### config.mk
export PLATFORM = sky130hd
export DESIGN_NAME = sdclk_ctrl
export DESIGN_NICKNAME = d
export VERILOG_FILES = /design/src/rtl/sdclk_pkg.sv /design/src/rtl/sdclk_regs.sv /design/src/rtl/sdclk_ratio_dec.sv /design/src/rtl/sdclk_divgen.sv /design/src/rtl/sdclk_ctrl.sv
export SDC_FILE = /design/constraint.sdc
export NUM_CORES = 1
export LEC_CHECK = 0
export ABC_AREA = 1
export BUFFER_PORTS_ARGS = -buffer_cell sky130_fd_sc_hd__buf_2
export CAP_MARGIN = 15
export CELL_PAD_IN_SITES_DETAIL_PLACEMENT = 0
export CELL_PAD_IN_SITES_GLOBAL_PLACEMENT = 1
export CORE_ASPECT_RATIO = 0.75
export CORE_UTILIZATION = 45
export CTS_CLUSTER_SIZE = 24
export DETAILED_ROUTE_END_ITERATION = 8
export PLACE_DENSITY_LB_ADDON = 0.1
export SLEW_MARGIN = 10
export SYNTH_ARGS = -nofsm -noshare
export SYNTH_HDL_FRONTEND = slang
export SYNTH_HIERARCHICAL = 1
export SYNTH_SLANG_ARGS = --single-unit
### constraint.sdc
create_clock -name clk -period 6.08 [get_ports clk]
set_input_delay 1.52 -clock clk [delete_from_list [all_inputs] [get_ports clk]]
set_output_delay 1.52 -clock clk [all_outputs]
set_load 0.01 [all_outputs]
### src/rtl/sdclk_pkg.sv
package sdclk_pkg;

   // register selects on the write and read ports
   typedef enum logic [1:0] {
      SEL_CTL  = 2'd0,
      SEL_MODE = 2'd1,
      SEL_GATE = 2'd2,
      SEL_NONE = 2'd3
   } reg_sel_e;

   // position of the card clock enable in the clock-control word
   localparam int unsigned EN_BIT   = 8;
   // value the run-gate register must hold for the clock to run
   localparam int unsigned RUN_WORD = 32'h0100;

endpackage

### src/rtl/sdclk_regs.sv
module sdclk_regs
   import sdclk_pkg::*;
#(
   parameter int unsigned REG_W  = 16,
   parameter int unsigned CODE_W = 7
) (
   input  logic              clk,
   input  logic              rst_n,
   input  logic              wr_en,
   input  logic [1:0]        wr_addr,
   input  logic [REG_W-1:0]  wr_data,
   input  logic [1:0]        rd_addr,
   output logic [REG_W-1:0]  rd_data,
   output logic              ctl_en,
   output logic [CODE_W-1:0] ctl_code,
   output logic              mode_div,
   output logic              gate_ok
);

   localparam logic [REG_W-1:0] CTL_RST  = REG_W'(1) << (CODE_W - 1);
   localparam logic [REG_W-1:0] GATE_RUN = REG_W'(RUN_WORD);

   logic [REG_W-1:0] ctl_q;
   logic [REG_W-1:0] gate_q;
   logic             mode_q;

   always_ff @(posedge clk or negedge rst_n) begin
      if (!rst_n) begin
         ctl_q  <= CTL_RST;
         gate_q <= '0;
         mode_q <= 1'b1;
      end else if (wr_en) begin
         unique case (reg_sel_e'(wr_addr))
            SEL_CTL:  ctl_q  <= wr_data;
            SEL_MODE: mode_q <= wr_data[0];
            SEL_GATE: gate_q <= wr_data;
            default:  ;
         endcase
      end
   end

   always_comb begin
      unique case (reg_sel_e'(rd_addr))
         SEL_CTL:  rd_data = ctl_q;
         SEL_MODE: rd_data = {{(REG_W-1){1'b0}}, mode_q};
         SEL_GATE: rd_data = gate_q;
         default:  rd_data = '0;
      endcase
   end

   assign ctl_en   = ctl_q[EN_BIT];
   assign ctl_code = ctl_q[CODE_W-1:0];
   assign mode_div = mode_q;
   assign gate_ok  = (gate_q == GATE_RUN);

endmodule

### src/rtl/sdclk_ratio_dec.sv
module sdclk_ratio_dec #(
   parameter int unsigned CODE_W     = 7,
   parameter int unsigned BASE_SHIFT = 3,
   parameter int unsigned ZERO_SHIFT = 2,
   parameter int unsigned SH_W       = 4
) (
   input  logic [CODE_W-1:0] code,
   output logic [SH_W-1:0]   half_sh
);

   // half-period exponent: ratio 2^s has half period 2^(s-1)
   logic [SH_W-1:0] pick [CODE_W+1];

   assign pick[CODE_W] = SH_W'(ZERO_SHIFT - 1);

   // lower code bits override higher ones: lowest set bit wins
   for (genvar i = 0; i < CODE_W; i++) begin : g_pri
      assign pick[i] = code[i] ? SH_W'(BASE_SHIFT - 1 + i) : pick[i+1];
   end

   assign half_sh = pick[0];

endmodule

### src/rtl/sdclk_divgen.sv
module sdclk_divgen #(
   parameter int unsigned SH_W      = 4,
   parameter int unsigned CNT_W     = 8,
   parameter bit          DIRECT_EN = 1'b1,
   parameter int unsigned RST_SH    = 8
) (
   input  logic            clk,
   input  logic            rst_n,
   input  logic            want_run,
   input  logic            want_direct,
   input  logic [SH_W-1:0] want_sh,
   output logic            div_clk,
   output logic            act_run,
   output logic            act_direct,
   output logic [SH_W-1:0] act_sh,
   output logic            card_clk
);

   logic [CNT_W-1:0] cnt_q;
   logic [CNT_W:0]   half_len;
   logic [CNT_W-1:0] term;
   logic             div_q;
   logic             run_q;
   logic             dir_q;
   logic [SH_W-1:0]  sh_q;

   assign half_len = (CNT_W+1)'(1) << sh_q;
   assign term     = CNT_W'(half_len - 1'b1);

   // a new setting is adopted only when a low phase ends
   always_ff @(posedge clk or negedge rst_n) begin
      if (!rst_n) begin
         cnt_q <= '0;
         div_q <= 1'b0;
         run_q <= 1'b0;
         dir_q <= 1'b0;
         sh_q  <= SH_W'(RST_SH);
      end else if (cnt_q == term) begin
         cnt_q <= '0;
         if (div_q) begin
            div_q <= 1'b0;
         end else begin
            run_q <= want_run;
            dir_q <= want_direct;
            sh_q  <= want_sh;
            div_q <= want_run & ~want_direct;
         end
      end else begin
         cnt_q <= cnt_q + 1'b1;
      end
   end

   if (DIRECT_EN) begin : g_direct
      logic gate_q;
      // refreshed while the host clock is low, so the AND never chops a pulse
      always_ff @(negedge clk or negedge rst_n) begin
         if (!rst_n) gate_q <= 1'b0;
         else        gate_q <= run_q & dir_q;
      end
      assign card_clk = dir_q ? (clk & gate_q) : div_q;
   end else begin : g_divided_only
      assign card_clk = div_q;
   end

   assign div_clk    = div_q;
   assign act_run    = run_q;
   assign act_direct = dir_q;
   assign act_sh     = sh_q;

endmodule

### src/rtl/sdclk_ctrl.sv
module sdclk_ctrl
   import sdclk_pkg::*;
#(
   parameter int unsigned CODE_W     = 7,
   parameter int unsigned BASE_SHIFT = 3,
   parameter int unsigned ZERO_SHIFT = 2,
   parameter bit          DIRECT_EN  = 1'b1
) (
   input  logic        clk,
   input  logic        rst_n,
   input  logic        wr_en,
   input  logic [1:0]  wr_addr,
   input  logic [15:0] wr_data,
   input  logic [1:0]  rd_addr,
   output logic [15:0] rd_data,
   output logic        card_clk,
   output logic        busy
);

   localparam int unsigned REG_W    = 16;
   localparam int unsigned MAX_HSH  = BASE_SHIFT + CODE_W - 2;
   localparam int unsigned CNT_W    = MAX_HSH;
   localparam int unsigned SH_W     = $clog2(MAX_HSH + 1);
   localparam int unsigned BUSY_MAX = 2 << MAX_HSH;

   if (CODE_W < 1 || CODE_W > 8) begin : g_bad_code_w
      $error("CODE_W must lie in 1..8 to fit the low byte");
   end
   if (BASE_SHIFT < 2) begin : g_bad_base
      $error("BASE_SHIFT must be at least 2");
   end
   if (ZERO_SHIFT < 1 || ZERO_SHIFT > MAX_HSH + 1) begin : g_bad_zero
      $error("ZERO_SHIFT out of range");
   end
   if (CODE_W > EN_BIT) begin : g_bad_overlap
      $error("ratio code overlaps the enable bit");
   end

   logic              ctl_en;
   logic [CODE_W-1:0] ctl_code;
   logic              mode_div;
   logic              gate_ok;
   logic [SH_W-1:0]   want_sh;
   logic              want_run;
   logic              want_direct;
   logic              div_clk;
   logic              act_run;
   logic              act_direct;
   logic [SH_W-1:0]   act_sh;

   sdclk_regs #(
      .REG_W  (REG_W),
      .CODE_W (CODE_W)
   ) u_regs (
      .clk      (clk),
      .rst_n    (rst_n),
      .wr_en    (wr_en),
      .wr_addr  (wr_addr),
      .wr_data  (wr_data),
      .rd_addr  (rd_addr),
      .rd_data  (rd_data),
      .ctl_en   (ctl_en),
      .ctl_code (ctl_code),
      .mode_div (mode_div),
      .gate_ok  (gate_ok)
   );

   sdclk_ratio_dec #(
      .CODE_W     (CODE_W),
      .BASE_SHIFT (BASE_SHIFT),
      .ZERO_SHIFT (ZERO_SHIFT),
      .SH_W       (SH_W)
   ) u_dec (
      .code    (ctl_code),
      .half_sh (want_sh)
   );

   assign want_run = ctl_en & gate_ok;

   if (DIRECT_EN) begin : g_mode
      assign want_direct = ~mode_div;
   end else begin : g_no_mode
      logic unused_mode;
      assign unused_mode = mode_div;
      assign want_direct = 1'b0;
   end

   sdclk_divgen #(
      .SH_W      (SH_W),
      .CNT_W     (CNT_W),
      .DIRECT_EN (DIRECT_EN),
      .RST_SH    (MAX_HSH)
   ) u_gen (
      .clk         (clk),
      .rst_n       (rst_n),
      .want_run    (want_run),
      .want_direct (want_direct),
      .want_sh     (want_sh),
      .div_clk     (div_clk),
      .act_run     (act_run),
      .act_direct  (act_direct),
      .act_sh      (act_sh),
      .card_clk    (card_clk)
   );

   assign busy = (want_run != act_run) | (want_direct != act_direct) | (want_sh != act_sh);

endmodule

==> results.json, run 1 <==
{
  "overflow": 0,
  "setup-violations-final": 0,
  "p_leak_nw": 1.87,
  "post_cts_buffers": 0,
  "pre_cts_ws_ns": 0.871,
  "hold_start": "u_regs/gate_q[11]",
  "postSynthCellCount": 420,
  "yosysTopAreaCell": "dfrtp_1",
  "vias_per_cell": 4.71,
  "grt_pass1_vias": 2248,
  "die_area_um2": 7070,
  "grtUsageMet2_pct": 27.9,
  "syn-cell-area_um2": 3030,
  "grt-busiest-layer": "met1",
  "synth_flop_cell": "dfrtp_1",
  "drc_errors": 0,
  "cp.arrival_ns": 4.19,
  "crit_fanout": 1,
  "initial_core_util_pct": 47.3,
  "num-fill-cells": 686,
  "cp_num_buf_inv": 1,
  "die_w_um": 96.8,
  "rr_worst_depth": 2,
  "antenna_found_initial": 0,
  "synth_edf_count": 0,
  "first_iter_violations": 113,
  "rows": 25,
  "grt_pass1_wl_um": 11100,
  "cp.required_ns": 4.56,
  "cts_tree": "done",
  "r2r-end": "u_gen/g_direct.gate_q",
  "setup_ws_ns": 0.370,
  "min_path_type": "reg -> reg",
  "min_path_cells": 2,
  "cap_violations": 0,
  "p_total_mw": 1.36,
  "syn_nets": 445,
  "post_drt_wl_per_cell_um": 12.3,
  "tightest_slew_ns": 0.663,
  "timing.hold.ws_ns": 0.496,
  "final_nets": 481,
  "pin_count": 41,
  "yosys_warnings": 6,
  "critPathSlowestCell": "dfrtn_1",
  "area_growth_pct": 10.4,
  "max_stage_delay_ns": 0.39,
  "drt_pre_antenna_iters": 4,
  "crit_path_end_kind": "output pin",
  "synth.area.top_cells": "dfrtp_1 (37%), nand2_1 (17%), inv_1 (8.3%)",
  "status": "completed",
  "dpl.hpwl_um": 4940,
  "ys_seq_elements": 49,
  "hold_violations": 0,
  "r2r_slack_ns": 2.36,
  "hold_buffers": 0,
  "crit_family": "flip-flops",
  "clock_latency_ns": 0.41,
  "grt_max_degree": 49,
  "design.core.area_um2": 6410,
  "crit_type": "reg -> out",
  "portBuffers": 40,
  "skew_ns": 0.0205,
  "layout-drive-gt1-share_pct": 22.5,
  "grt_setup_unrepaired": "false",
  "powerDensity_nw_per_um2": 406,
  "async_reset_ff_share_pct": 100,
  "tns_ns": 0,
  "track_usage_pct": 20.1,
  "hold_path_end": "u_regs/gate_q[11]",
  "grtUsageMet1_pct": 30.7,
  "ys_types": 34,
  "die_h_um": 73.1,
  "avgSynthCellArea_um2": 7.22,
  "drv_slew": 0,
  "yosysSeqAreaShare_pct": 40.6,
  "gp_congestion": 0.882,
  "path_cells": "nand3_1 -> o21ai_0 -> buf_2",
  "vdd_drop_max_uv": 173,
  "wl_um": 6630,
  "num_antenna_cells": 0,
  "vias": 2535,
  "drtAntennaViolNets": 0,
  "grt_use_met3_pct": 4.98,
  "path_clk_slew_ns": 0.09,
  "max_slew_margin_pct": 55.8,
  "crit-reg2reg-launch": "u_gen/act_direct",
  "synth.top_cell.area_share_pct": 37.2,
  "start_kind": "flip-flop",
  "cts_resized": 0
}
[cells by family after synthesis]
family / count (synthesis) / synth area share [%]
and+or+nand+nor: 216 / 33.8
buffers and inverters: 95 / 13.7
AOI/OAI and AO/OA: 57 / 10.8
DFF: 49 / 40.6
adders and majority gates: 2 / 0.826
xor gates and xnor gates: 1 / 0.289
[cells in the mapped netlist, types with 2 or more instances]
master	n
o21ai_0	12
nor2_1	21
buf_4	9
buf_2	3
nor2_2	2
dfrtp_1	45
nor3_1	2
dfstp_2	3
nand2_2	11
o21ai_2	8
nand4_1	8
nand2_1	137
inv_1	67
o21ai_1	34
nor2_4	2
ha_1	2
nand3_2	6
nand3_1	18
inv_2	12
buf_6	3
nor2_8	2
[state kept, by name, summed over array words and instances, names as in the netlist]
register and cells:
u_regs/mode_div 1, u_regs/gate_q 16, u_gen/act_run 1, u_gen/act_sh 4, u_gen/cnt_q 8, u_gen/act_direct 1
u_gen/div_clk 1, u_gen/g_direct.gate_q 1, u_regs/ctl_q 16
[cell type report]
| cell class | count | area, µm² | area share (%) |
|---|---|---|---|
| flip-flops and latches | 49 | 1230 | 36.8 |
| well taps | 81 | 101 | 3.03 |
| multi-input cells | 276 | 1380 | 41.4 |
| clock buffers | 11 | 123 | 3.66 |
| inverters | 80 | 300 | 8.98 |
| repair buffers | 40 | 203 | 6.06 |
| clock inverters | 1 | 5.00 | 0.150 |
[worst reg2reg max path: stages, from the launching register on]
cell and delay [ns]:
dfrtp_1 0.44, nand2_1 0.08, inv_1 0.04
[layer usage]
layer,vias to the layer above,wire (µm)
met4,0,37
li1,1364,-
met5,-,0
met3,5,317
met2,44,2730
met1,1122,3550
[cells in the final DEF, fill, tap and decap left out, types with 11 or more instances in the layout]
| master | netlist | routed |
|---|---|---|
| nand2_1 | 137 | 137 |
| inv_2 | 12 | 12 |
| buf_2 | 3 | 40 |
| nand3_1 | 18 | 18 |
| nor2_1 | 21 | 21 |
| inv_1 | 67 | 67 |
| o21ai_1 | 34 | 34 |
| nand2_2 | 11 | 11 |
| dfrtp_1 | 45 | 45 |
| o21ai_0 | 12 | 12 |
[report_power, final]
part           internal (mW)  switching, mW  total, mW
Clock                  0.123          0.114      0.237
Sequential             0.404         0.0884      0.493
Combinational          0.217          0.412      0.629
Total                  0.744          0.615       1.36
[through the flow]
step / std cells / cell area (µm²) / util, %
after global placement: 527 / 3220 / 50.3
after floorplan: 420 / 3030 / -
final: 538 / 3350 / 52.2
after global routing: 538 / 3350 / 52.2
after detailed placement: 527 / 3220 / 50.3
after CTS: 538 / 3350 / 52.2
[worst max-delay path by stage]
stage / start / slack [ns] / depth (start not counted) / end
2_1_floorplan: u_gen/g_direct.gate_q / 0.96 / 2 / card_clk
3_3_place_gp: u_gen/g_direct.gate_q / 0.89 / 3 / card_clk
3_5_place_dp: u_gen/g_direct.gate_q / 0.87 / 3 / card_clk
4_1_cts: u_gen/g_direct.gate_q / 0.34 / 3 / card_clk
5_1_grt: u_gen/g_direct.gate_q / 0.26 / 3 / card_clk
6_report: u_gen/g_direct.gate_q / 0.37 / 3 / card_clk
No activity file was read; power rests on OpenSTA's default activity.
==> inputs of run 2 (changes only) <==
ABC_AREA = 0   (was 1)
CORE_UTILIZATION = 49   (was 45)
CTS_CLUSTER_SIZE = not set   (was 24)
==> results.json, run 2 <==
{
  "p_total_mw": 1.14,
  "ys_types": 48,
  "wl_um": 5240,
  "grt_setup_unrepaired": "false",
  "clock_latency_ns": 0.41,
  "grtUsageMet1_pct": 31.2,
  "hold_start": "u_regs/ctl_q[14]",
  "avgSynthCellArea_um2": 11.7,
  "num_antenna_cells": 0,
  "grt_use_met3_pct": 5.87,
  "first_iter_violations": 68,
  "r2r-end": "u_gen/g_direct.gate_q",
  "async_reset_ff_share_pct": 100,
  "hold_violations": 0,
  "fin_util_pct": 58.8,
  "synth.top_cell.area_share_pct": 42.1,
  "die_area_um2": 5760,
  "rows": 22,
  "layout_common_cells": "dfrtp_1 (45), buf_2 (40), mux2_2 (39)",
  "tns_ns": 0,
  "antenna_found_initial": 0,
  "grt_max_degree": 49,
  "drv_slew": 0,
  "hold_path_end": "u_regs/ctl_q[14]",
  "synth_common_cells": "dfrtp_1 (45), mux2_2 (39), nor2_1 (28)",
  "layout-drive-gt1-share_pct": 39.8,
  "crit-reg2reg-launch": "u_gen/act_direct",
  "overflow": 0,
  "gp_congestion": 0.730,
  "post_cts_buffers": 0,
  "crit_path_end_kind": "output pin",
  "powerDensity_nw_per_um2": 383,
  "syn_nets": 253,
  "cp.arrival_ns": 4.22,
  "min_path_cells": 1,
  "p_leak_nw": 1.34,
  "vias_per_cell": 5.36,
  "yosysTopAreaCell": "dfrtp_1",
  "final_common_cell": "dfrtp_1",
  "largestRegisters": "u_regs/ctl_q x16, u_regs/gate_q x16, u_gen/cnt_q x8",
  "cts_tree": "done",
  "skew_ns": 0.0175,
  "vias": 1800,
  "postSynthCellCount": 228,
  "synth_flop_cell": "dfrtp_1",
  "final_nets": 288,
  "yosys_warnings": 6,
  "path_clk_slew_ns": 0.08,
  "initial_core_util_pct": 52.8,
  "ys_seq_elements": 49,
  "synth.area.top_cells": "dfrtp_1 (42%), mux2_2 (16%), mux2i_1 (6.4%)",
  "pin_count": 41,
  "r2r_slack_ns": 2.32,
  "track_usage_pct": 20.7,
  "vdd_drop_max_uv": 168,
  "crit_type": "reg -> out",
  "max_slew_margin_pct": 40.9,
  "rr_worst_depth": 1,
  "post_drt_wl_per_cell_um": 15.6,
  "yosysSeqAreaShare_pct": 46.0,
  "dpl.hpwl_um": 3700,
  "min_path_type": "reg -> reg",
  "syn-cell-area_um2": 2670,
  "setup-violations-final": 0,
  "cp.required_ns": 4.56,
  "grt-busiest-layer": "met1",
  "cts_resized": 0,
  "grt_pass1_vias": 1765,
  "drc_errors": 0,
  "hold_buffers": 0,
  "area_growth_pct": 11.4,
  "drtAntennaViolNets": 0,
  "design.core.area_um2": 5060,
  "status": "completed",
  "yosysMostFrequentCell": "dfrtp_1",
  "start_kind": "flip-flop",
  "die_h_um": 66.0,
  "cap_violations": 0,
  "drt_pre_antenna_iters": 4,
  "grt_pass1_wl_um": 8870,
  "grtUsageMet2_pct": 28.5,
  "portBuffers": 40,
  "tightest_slew_ns": 0.886,
  "die_w_um": 87.3,
  "synth_edf_count": 0,
  "crit_fanout": 1
}
run 2: cell count changes after synthesis, sizes merged, moves of 4 or more:
cell   before  now
nand2     150    5
inv        79    3
o21ai      54    2
mux2        0   39
nand3      24    5
mux2i       0   17
xor2        1    9
nand4       9    2
xnor2       0    7
nor4        0    4
run 2: cell families after synthesis:
logic type,synth area share (%)
and+or+nand+nor,15.1
muxes,22.8
buffers and inverters,5.10
xor gates and xnor gates,5.24
adders and majority gates,0.936
DFF,46.0
AOI/OAI and AO/OA,4.78
run 2: per-layer routing:
| layer | part of all wire [%] | vias up |
|---|---|---|
| met3 | 3.7 | 8 |
| met5 | 0 | - |
| met1 | 54 | 880 |
| met2 | 41 | 39 |
| li1 | - | 873 |
| met4 | 0.86 | 0 |
run 2: area by class of cell:
cell class | instances | area [µm²]
fill | 478 | 2090
timing repair buffer | 40 | 203
clock buffer | 12 | 136
inverter | 3 | 11.3
sequential | 49 | 1230
multi-input combinational | 160 | 1310
tap | 72 | 90.1
run 2: through the flow:
stage | std cells | worst slack (ns) | area, µm² | hold WS, ns
after floorplan | 228 | 0.958 | 2670 | 0.480
after global placement | 325 | 0.891 | 2850 | 0.487
after detailed placement | 325 | 0.886 | 2850 | 0.494
after CTS | 336 | 0.325 | 2980 | 0.514
after global routing | 336 | 0.254 | 2980 | 0.535
final | 336 | 0.335 | 2980 | 0.512
run 2: worst max-delay path by stage:
stage	start	to	slack, ns	depth (start not counted)
floorplan	u_gen/g_direct.gate_q	card_clk	0.96	2
global placement	u_gen/g_direct.gate_q	card_clk	0.89	3
detailed placement	u_gen/g_direct.gate_q	card_clk	0.89	3
CTS	u_gen/g_direct.gate_q	card_clk	0.33	3
global route	u_gen/g_direct.gate_q	card_clk	0.25	3
finish	u_gen/g_direct.gate_q	card_clk	0.34	3
run 2: power breakdown:
part	leakage [nW]	internal, mW	total, mW	switching, mW
Clock	0.0747	0.135	0.248	0.113
Sequential	0.587	0.409	0.527	0.118
Combinational	0.680	0.191	0.364	0.173
run 2: critical path, stage by stage (launching register included):
cell and delay [ns]:
dfrtn_1 0.39, nand3_1 0.06, o21ai_0 0.13, buf_2 0.19
==> inputs of run 3 (changes only) <==
CORE_MARGIN = 2   (was not set)
==> results.json, run 3 (synthesis gave the netlist of run 2 again) <==
{
  "status": "completed",
  "hold_violations": 0,
  "overflow": 0,
  "p_sw_share_pct": 35.8,
  "drtAntennaViolNets": 0,
  "path_clk_slew_ns": 0.09,
  "seqPwrFrac_pct": 46.2,
  "die_area_um2": 6070,
  "powerDensity_nw_per_um2": 383,
  "fin_util_pct": 56.4,
  "drv_slew": 0,
  "die_h_um": 68.0,
  "vias_per_cell": 5.19,
  "fin_cells": 339,
  "post_drt_wl_per_cell_um": 15.9,
  "grt_setup_unrepaired": "false",
  "area_growth_pct": 11.7,
  "crit_path_end_kind": "output pin",
  "tightest_slew_ns": 0.943,
  "crit_fanout": 1,
  "intPower_mw": 0.735,
  "post_cts_buffers": 0,
  "grtUsageMet2_pct": 26.9,
  "wl_um": 5390,
  "rows": 23,
  "p_clk_share_pct": 21.8,
  "crit_family": "flip-flops",
  "start_kind": "flip-flop",
  "skew_ns": 0.0195,
  "cap_violations": 0,
  "min_path_type": "reg -> reg",
  "layout-drive-gt1-share_pct": 40.2,
  "cp_num_buf_inv": 1,
  "first_iter_violations": 54,
  "initial_core_util_pct": 50.5,
  "drc_errors": 0,
  "dpl_cell_area_um2": 2850,
  "cts_resized": 0,
  "num-fill-cells": 516,
  "cts_tree": "done",
  "crit_type": "reg -> out",
  "grt_pass1_wl_um": 8850,
  "final_nets": 288,
  "grt-busiest-layer": "met1",
  "layout_common_cells": "dfrtp_1 (45), buf_2 (40), mux2_2 (39)",
  "grt_max_degree": 49,
  "vias": 1758,
  "tns_ns": 0,
  "die_w_um": 89.3,
  "antenna_found_initial": 0,
  "grt_use_met3_pct": 4.70,
  "vdd_drop_max_uv": 165,
  "cp.required_ns": 4.56,
  "clock_latency_ns": 0.42,
  "numPlacedInstances": 328,
  "pin_count": 41,
  "power_frac_comb_pct": 32.0,
  "final_common_cell": "dfrtp_1",
  "fin_area_um2": 2980,
  "dpl.hpwl_um": 3720,
  "p_leak_nw": 1.34,
  "path_cells": "nand3_1 -> o21ai_0 -> buf_2",
  "hold_buffers": 0,
  "largestRegisters": "u_regs/ctl_q x16, u_regs/gate_q x16, u_gen/cnt_q x8",
  "track_usage_pct": 19.7,
  "gp_congestion": 0.712,
  "num_antenna_cells": 0,
  "max_slew_margin_pct": 37.1,
  "design.core.area_um2": 5300,
  "critPathSlowestCell": "dfrtn_1",
  "drt_pre_antenna_iters": 4,
  "grt_pass1_vias": 1780,
  "switching_power_mw": 0.409,
  "portBuffers": 40,
  "max_stage_delay_ns": 0.39,
  "setup-violations-final": 0,
  "cp.arrival_ns": 4.18,
  "grtUsageMet1_pct": 30.1
}
-- run 3: cell count changes in the layout (fill, tap and decap cells not counted) --
cell        change
clkbuf_1        -1
clkinvlp_4      +1
-- run 3: worst paths after layout --
kind,start,end,slack (ns),cells after the start
worst min register to register,u_regs/ctl_q[11],u_regs/ctl_q[11],0.51,1
worst max register to register,u_gen/act_direct,u_gen/g_direct.gate_q,2.33,1
worst max-delay path,u_gen/g_direct.gate_q,card_clk,0.38,3
worst min-delay path,u_regs/ctl_q[11],u_regs/ctl_q[11],0.51,1
min in group asynchronous,rst_n,u_regs/ctl_q[7],1.26,2
max in group asynchronous,rst_n,u_gen/g_direct.gate_q,2.14,1
-- run 3: power groups by stage --
| stage | sequential, mW | combinational [mW] | clock [mW] |
|---|---|---|---|
| CTS | 0.527 | 0.367 | 0.259 |
| finish | 0.529 | 0.366 | 0.249 |
| global route | 0.543 | 0.411 | 0.272 |
| floorplan | 0.480 | 0.343 | 0.000105 |
| detailed placement | 0.533 | 0.364 | 0.000123 |
| global placement | 0.533 | 0.360 | 0.000123 |
-- run 3: through the flow --
stage / hold WS [ns] / total power, mW / setup WS (ns)
floorplan: 0.480 / 0.823 / 0.958
global placement: 0.488 / 0.893 / 0.890
detailed placement: 0.494 / 0.897 / 0.884
CTS: 0.515 / 1.15 / 0.317
global route: 0.530 / 1.23 / 0.254
finish: 0.512 / 1.14 / 0.376
-- run 3: cell type report --
class / instances / area (µm²) / area share, %
tap: 75 / 93.8 / 3.14
clock buffer: 11 / 133 / 4.44
sequential: 49 / 1230 / 41.2
clock inverter: 1 / 7.51 / 0.252
multi-input combinational: 160 / 1310 / 43.8
inverter: 3 / 11.3 / 0.377
timing repair buffer: 40 / 203 / 6.79
-- run 3: layer usage --
metal	vias up	share of wire (%)
li1	870	-
met1	855	54
met2	29	42
met3	4	3.3
met4	0	0.37
met5	-	0
